$ cat src/rtl/ssm_pkg.sv
// Shared types for the triangular spread profile generator.
// Assumes nothing beyond the 1800-2017 enum rules.
package ssm_pkg;

    // Ramp direction: deepening moves away from zero, returning moves back to it.
    typedef enum logic {
        DIR_DEEPEN = 1'b0,
        DIR_RETURN = 1'b1
    } ramp_dir_e;

endpackage

$ cat src/rtl/ssm_sweep_seq.sv
// Sequencer for the triangle profile. It counts cycles inside each ramp,
// flips the direction at each extreme, and samples the spread request only
// at the zero point, either while idle or on the final edge of a return ramp.
// It also produces the registered turn strobe.
// Assumes HALF_LEN >= 2.
module ssm_sweep_seq
    import ssm_pkg::*;
#(
    parameter int unsigned HALF_LEN = 397
) (
    input  logic      clk,
    input  logic      rst_n,
    input  logic      spread_en,
    output logic      running,
    output ramp_dir_e dir,
    output logic      ramp_last,
    output logic      turn_stb
);

    localparam int unsigned CNT_W = $clog2(HALF_LEN);

    logic [CNT_W-1:0] cnt_q;

    // Marks the final edge of the current ramp.
    always_comb ramp_last = running && (cnt_q == CNT_W'(HALF_LEN - 1));

    // Tracks the ramp position and direction, and re-samples the request at zero.
    always_ff @(posedge clk) begin
        if (!rst_n) begin
            running  <= 1'b0;
            dir      <= DIR_DEEPEN;
            cnt_q    <= '0;
            turn_stb <= 1'b0;
        end else begin
            turn_stb <= ramp_last;
            if (!running) begin
                running <= spread_en;
                dir     <= DIR_DEEPEN;
                cnt_q   <= '0;
            end else if (ramp_last) begin
                cnt_q <= '0;
                if (dir == DIR_DEEPEN) begin
                    dir <= DIR_RETURN;
                end else begin
                    dir     <= DIR_DEEPEN;
                    running <= spread_en;
                end
            end else begin
                cnt_q <= cnt_q + CNT_W'(1);
            end
        end
    end

endmodule

$ cat src/rtl/ssm_dev_stepper.sv
// Deviation magnitude accumulator. Each active cycle it adds or subtracts the
// integer part of MAX_DEV/HALF_LEN. A remainder accumulator adds one more
// unit on some cycles, so that exactly MAX_DEV is covered in HALF_LEN steps.
// The magnitude therefore lands exactly on 0 and MAX_DEV at the turns.
// Assumes the sequencer asserts ramp_last on the final step of each ramp.
module ssm_dev_stepper
    import ssm_pkg::*;
#(
    parameter int unsigned HALF_LEN = 397,
    parameter int unsigned MAX_DEV  = 5000,
    parameter int unsigned MAG_W    = $clog2(MAX_DEV + 1)
) (
    input  logic             clk,
    input  logic             rst_n,
    input  logic             step_en,
    input  ramp_dir_e        dir,
    input  logic             ramp_last,
    output logic [MAG_W-1:0] mag
);

    localparam int unsigned STEP_INT = MAX_DEV / HALF_LEN;
    localparam int unsigned STEP_REM = MAX_DEV % HALF_LEN;
    localparam int unsigned ERR_W    = $clog2(2 * HALF_LEN);

    logic [ERR_W-1:0] err_q;
    logic [ERR_W-1:0] err_sum;
    logic [ERR_W-1:0] err_nxt;
    logic             carry;
    logic [MAG_W-1:0] delta;

    // Works out this cycle's step size from the remainder accumulator.
    always_comb begin
        err_sum = err_q + ERR_W'(STEP_REM);
        carry   = (err_sum >= ERR_W'(HALF_LEN));
        err_nxt = carry ? (err_sum - ERR_W'(HALF_LEN)) : err_sum;
        delta   = MAG_W'(STEP_INT) + MAG_W'(carry);
    end

    // Moves the magnitude one step in the current direction.
    always_ff @(posedge clk) begin
        if (!rst_n) begin
            mag   <= '0;
            err_q <= '0;
        end else if (step_en) begin
            mag   <= (dir == DIR_DEEPEN) ? (mag + delta) : (mag - delta);
            err_q <= ramp_last ? '0 : err_nxt;
        end
    end

endmodule

$ cat src/rtl/spread_profile_gen.sv
// Top level of the down-spread triangle generator. It derives the ramp length
// from the reference and modulation rates, and drives a signed ppm offset that
// is the negated deviation magnitude.
// Assumes OFS_W is wide enough to hold -MAX_DEV_PPM.
module spread_profile_gen
    import ssm_pkg::*;
#(
    parameter int unsigned REF_HZ      = 25_000_000,
    parameter int unsigned MOD_HZ      = 31_500,
    parameter int unsigned MAX_DEV_PPM = 5000,
    parameter int unsigned OFS_W       = 16
) (
    input  logic                    clk,
    input  logic                    rst_n,
    input  logic                    spread_en,
    output logic signed [OFS_W-1:0] offset_ppm,
    output logic                    turn_stb
);

    localparam int unsigned HALF_LEN = (REF_HZ + MOD_HZ) / (2 * MOD_HZ);
    localparam int unsigned MAG_W    = $clog2(MAX_DEV_PPM + 1);

    logic             running;
    ramp_dir_e        dir;
    logic             ramp_last;
    logic [MAG_W-1:0] mag;
    logic signed [OFS_W-1:0] mag_ext;

    ssm_sweep_seq #(
        .HALF_LEN (HALF_LEN)
    ) seq_i (
        .clk       (clk),
        .rst_n     (rst_n),
        .spread_en (spread_en),
        .running   (running),
        .dir       (dir),
        .ramp_last (ramp_last),
        .turn_stb  (turn_stb)
    );

    ssm_dev_stepper #(
        .HALF_LEN (HALF_LEN),
        .MAX_DEV  (MAX_DEV_PPM),
        .MAG_W    (MAG_W)
    ) step_i (
        .clk       (clk),
        .rst_n     (rst_n),
        .step_en   (running),
        .dir       (dir),
        .ramp_last (ramp_last),
        .mag       (mag)
    );

    // Converts the deviation magnitude into a down-spread signed offset.
    always_comb begin
        mag_ext    = $signed(OFS_W'(mag));
        offset_ppm = -mag_ext;
    end

endmodule

$ cat config.mk
export PLATFORM = sky130hd
export DESIGN_NAME = spread_profile_gen
export DESIGN_NICKNAME = d
export VERILOG_FILES = /design/src/rtl/ssm_pkg.sv /design/src/rtl/ssm_sweep_seq.sv /design/src/rtl/ssm_dev_stepper.sv /design/src/rtl/spread_profile_gen.sv
export SDC_FILE = /design/constraint.sdc
export NUM_CORES = 1
export LEC_CHECK = 0
export ABC_AREA = 1
export BUFFER_PORTS_ARGS = -buffer_cell sky130_fd_sc_hd__clkbuf_2
export CORE_ASPECT_RATIO = 1.4
export CORE_MARGIN = 2
export CORE_UTILIZATION = 41
export DETAILED_ROUTE_END_ITERATION = 8
export GPL_ROUTABILITY_DRIVEN = 0
export HOLD_SLACK_MARGIN = 0.15
export PLACE_DENSITY_LB_ADDON = 0.12
export SYNTH_ARGS = -nofsm -noshare
export SYNTH_HDL_FRONTEND = slang
export SYNTH_SLANG_ARGS = --single-unit
$ cat constraint.sdc
create_clock -name clk -period 4.5 [get_ports clk]
set_clock_uncertainty 0.2 [all_clocks]
set_input_delay 0.675 -clock clk [delete_from_list [all_inputs] [get_ports clk]]
set_output_delay 0.675 -clock clk [all_outputs]
set_load 0.02 [all_outputs]
==> results by group <==
Place
  • Placed Instances: approximately 460
  • IO Port Bufs: 19
  • Post-DP HPWL: 4680 microns

CTS
  • Hold buffer count at cts: 0
  • CTS-repair resized insts: 0
  • Clock transition at path regs: 0.08 ns
  • CTS tree: yes
  • Root Driver: clkbuf_8
  • H-tree levels: 2
  • Clock Latency Late Sink: 0.29 ns
  • CTS Buffer Depth: 2
  • Inserted Clock Buffers: 5
  • Clock sinks: 35
  • Post-CTS Setup Inserts: 0

Synth
  • Post-synthesis sequential area ratio: 0.278
  • Flops & latches, synth: 35
  • Top FF cell, synth: dfxtp_1
  • Syn_area_per_cell: 6.75 sq um
  • Yosys warns: 0
  • Async set-reset flop share out of synthesis: 0
  • Post-synthesis cell count: between 300 and 400
  • Syn nets: 395
  • Post-synthesis cell type count: 40
  • EDFF count, synth: 0
  • Mapped cell area: 2520 sq um

Critical path
  • Crit-path max FO: 16
  • Crit. End Element: flip-flop
  • Setup CP Type: reg -> reg
  • Arr. time, crit path: 3.56 ns
  • Startpoint type of the worst setup path: flip-flop
  • Worst Path Required: 4.49 ns

Route
  • Wire per inst: 13.0 microns
  • DRT Wirelength: roughly 6000 microns
  • DR vias/cell: just over 5
  • Iteration count of the initial detailed-routing pass: 4
  • Via count: 2400
  • Drt initial violations: 78
  • ANT nets after route: 0
  • DRC Markers: 0

STA
  • Max Freq: 0.280 GHz
  • Setup TNS: 0 ns
  • Hold Slack: 0.270 ns
  • RSZ-0062 raised after global routing: no
  • Worst rel slew slack: 0.478
  • Crit share post-route: 0.792
  • Post-layout min period: 3.57 ns
  • # setup viols final: 0
  • Max Slew Vio Count: 0
  • Hold Fails Final Rpt: 0
  • Worst-Margin Slew: about 0.8 ns

Floorplan
  • Initial core utilization: 0.427
  • Die area: 6790 sq um
  • Core Box Area: 5900 sq um
  • Die height: 96.7 microns
  • Ports: 20
  • Placement row count: 33
  • Die width: 70.2 microns

Cells and area
  • # nets final: slightly above 400
  • Antenna Cells: 0
  • Fraction of layout instances using a drive strength above 1: 0.0944
  • Fill count: 649
  • Final std cells w/o fill: 462
  • Post-Route Utilization: 0.468
  • Layout area overhead: 9.79%

Global routing
  • Vias in the first global route: ~2400
  • Total GRT Usage: 0.182
  • Largest net degree at the start of global routing: 24
  • First-pass GRT wire length: 10100 microns
  • Initial antenna violation count: 0
  • Gr ovfl total: 0

Worst hold path
  • Hold Path Class: reg -> reg

Power
  • PD cells: 808 nW/um^2
  • Pleak: roughly 1.3 nW
  • Max VDD drop: 326 uV
  • Total power: 2.23 mW

Run
  • Max Cap Viol: 0

Status
  • Status: completed
power by group:
part	total [mW]	leakage, nW	switching (mW)	internal [mW]
combinational	1.50	0.963	0.977	0.522
sequential	0.451	0.286	0.0737	0.377
clock	0.286	0.0502	0.124	0.162
total	2.23	1.30	1.17	1.06
cell usage after synthesis, drive strengths merged, types with 4 or more instances:
| master | instances | area, sq um |
|---|---|---|
| o21ai | 21 | 109 |
| a21oi | 29 | 145 |
| nor3 | 10 | 50.1 |
| inv | 61 | 229 |
| nor2 | 27 | 111 |
| ha | 18 | 225 |
| xnor2 | 5 | 51.3 |
| nand4 | 8 | 50.1 |
| nand3 | 28 | 158 |
| nand2 | 85 | 324 |
| xor2 | 17 | 149 |
| clkbuf | 4 | 15.0 |
| dfxtp | 35 | 701 |
critical path, cell delays in order, from the launching register on:
cell and delay, ns:
dfxtp_1 0.39, inv_1 0.09, ha_1 0.27, inv_1 0.07, nand2_1 0.09, nand2_1 0.09
nand2_1 0.06, nand2_2 0.07, nand4_1 0.11, nand2_1 0.16, nand3_4 0.20, nand2_1 0.15
inv_1 0.08, ha_1 0.34, a21oi_1 0.17, nand2_1 0.11, a21boi_0 0.26, o21ai_0 0.18
xnor2_1 0.16, nand2_1 0.06, o211ai_1 0.11, inv_1 0.05
per-stage QoR:
| stage | worst slack [ns] | cell area [sq um] |
|---|---|---|
| 4_1_cts | 0.918 | 2770 |
| 3_5_place_dp | 0.938 | 2660 |
| 5_1_grt | 0.515 | 2770 |
| 3_3_place_gp | 1.04 | 2660 |
| 6_report | 0.934 | 2770 |
| 2_1_floorplan | 1.26 | 2520 |
layout by cell type, fill, tap and decap left out, types with 4 or more instances in the layout:
master / Yosys / routed
xnor2_1: 4 / 4
a21oi_1: 29 / 29
nor3_1: 10 / 10
ha_1: 18 / 18
clkbuf_8: 0 / 5
nand2_1: 83 / 83
o21ai_0: 13 / 13
nand4_1: 8 / 8
nor2_1: 25 / 25
xor2_1: 17 / 17
dfxtp_1: 35 / 35
nand3_1: 26 / 26
clkbuf_2: 0 / 19
inv_1: 60 / 60
o21ai_1: 7 / 7
path summary, 6_finish.rpt:
check                                      from               to  depth (start not counted)  slack (ns)
worst max-delay path            step_i.err_q[2]    step_i.mag[7]                         21        0.93
worst min-delay path            step_i.err_q[1]  step_i.err_q[1]                          2        0.27
worst max register to register  step_i.err_q[2]    step_i.mag[7]                         21        0.93
worst min register to register  step_i.err_q[1]  step_i.err_q[1]                          2        0.27
kinds of logic (layout without fill, tap and decap cells):
logic type      Yosys count  in the layout  share of synthesized area
simple gates            164            164                      0.292
xor+xnor                 22             22                     0.0795
buf+inv                  69             88                      0.110
compound gates           64             64                      0.143
fa+ha+maj                19             19                     0.0974
flops                    35             35                      0.278
per-layer routing:
metal | vias to the layer above | global-route usage | wire length, microns
met2 | 32 | 0.343 | 3330
met4 | 0 | 0.0976 | 206
li1 | 1252 | - | -
met3 | 17 | 0.0313 | 121
met1 | 1099 | 0.182 | 2340
met5 | - | 0 | 0
final cells by class:
cell class              instances  area (sq um)  area share
multi-input cells             269          1540       0.557
flip-flops and latches         35           701       0.253
inverters                      62           234      0.0846
repair buffers                 19          95.1      0.0344
well taps                      70          87.6      0.0317
clock buffers                   5          68.8      0.0249
clock inverters                 2          37.5      0.0136
registers in the layout (all words and copies together), names as in the netlist:
name / flops
step_i.mag: 13
seq_i.dir: 1
seq_i.cnt_q: 9
seq_i.running: 1
seq_i.turn_stb: 1
step_i.err_q: 10
(Power assumes the default switching activity.)
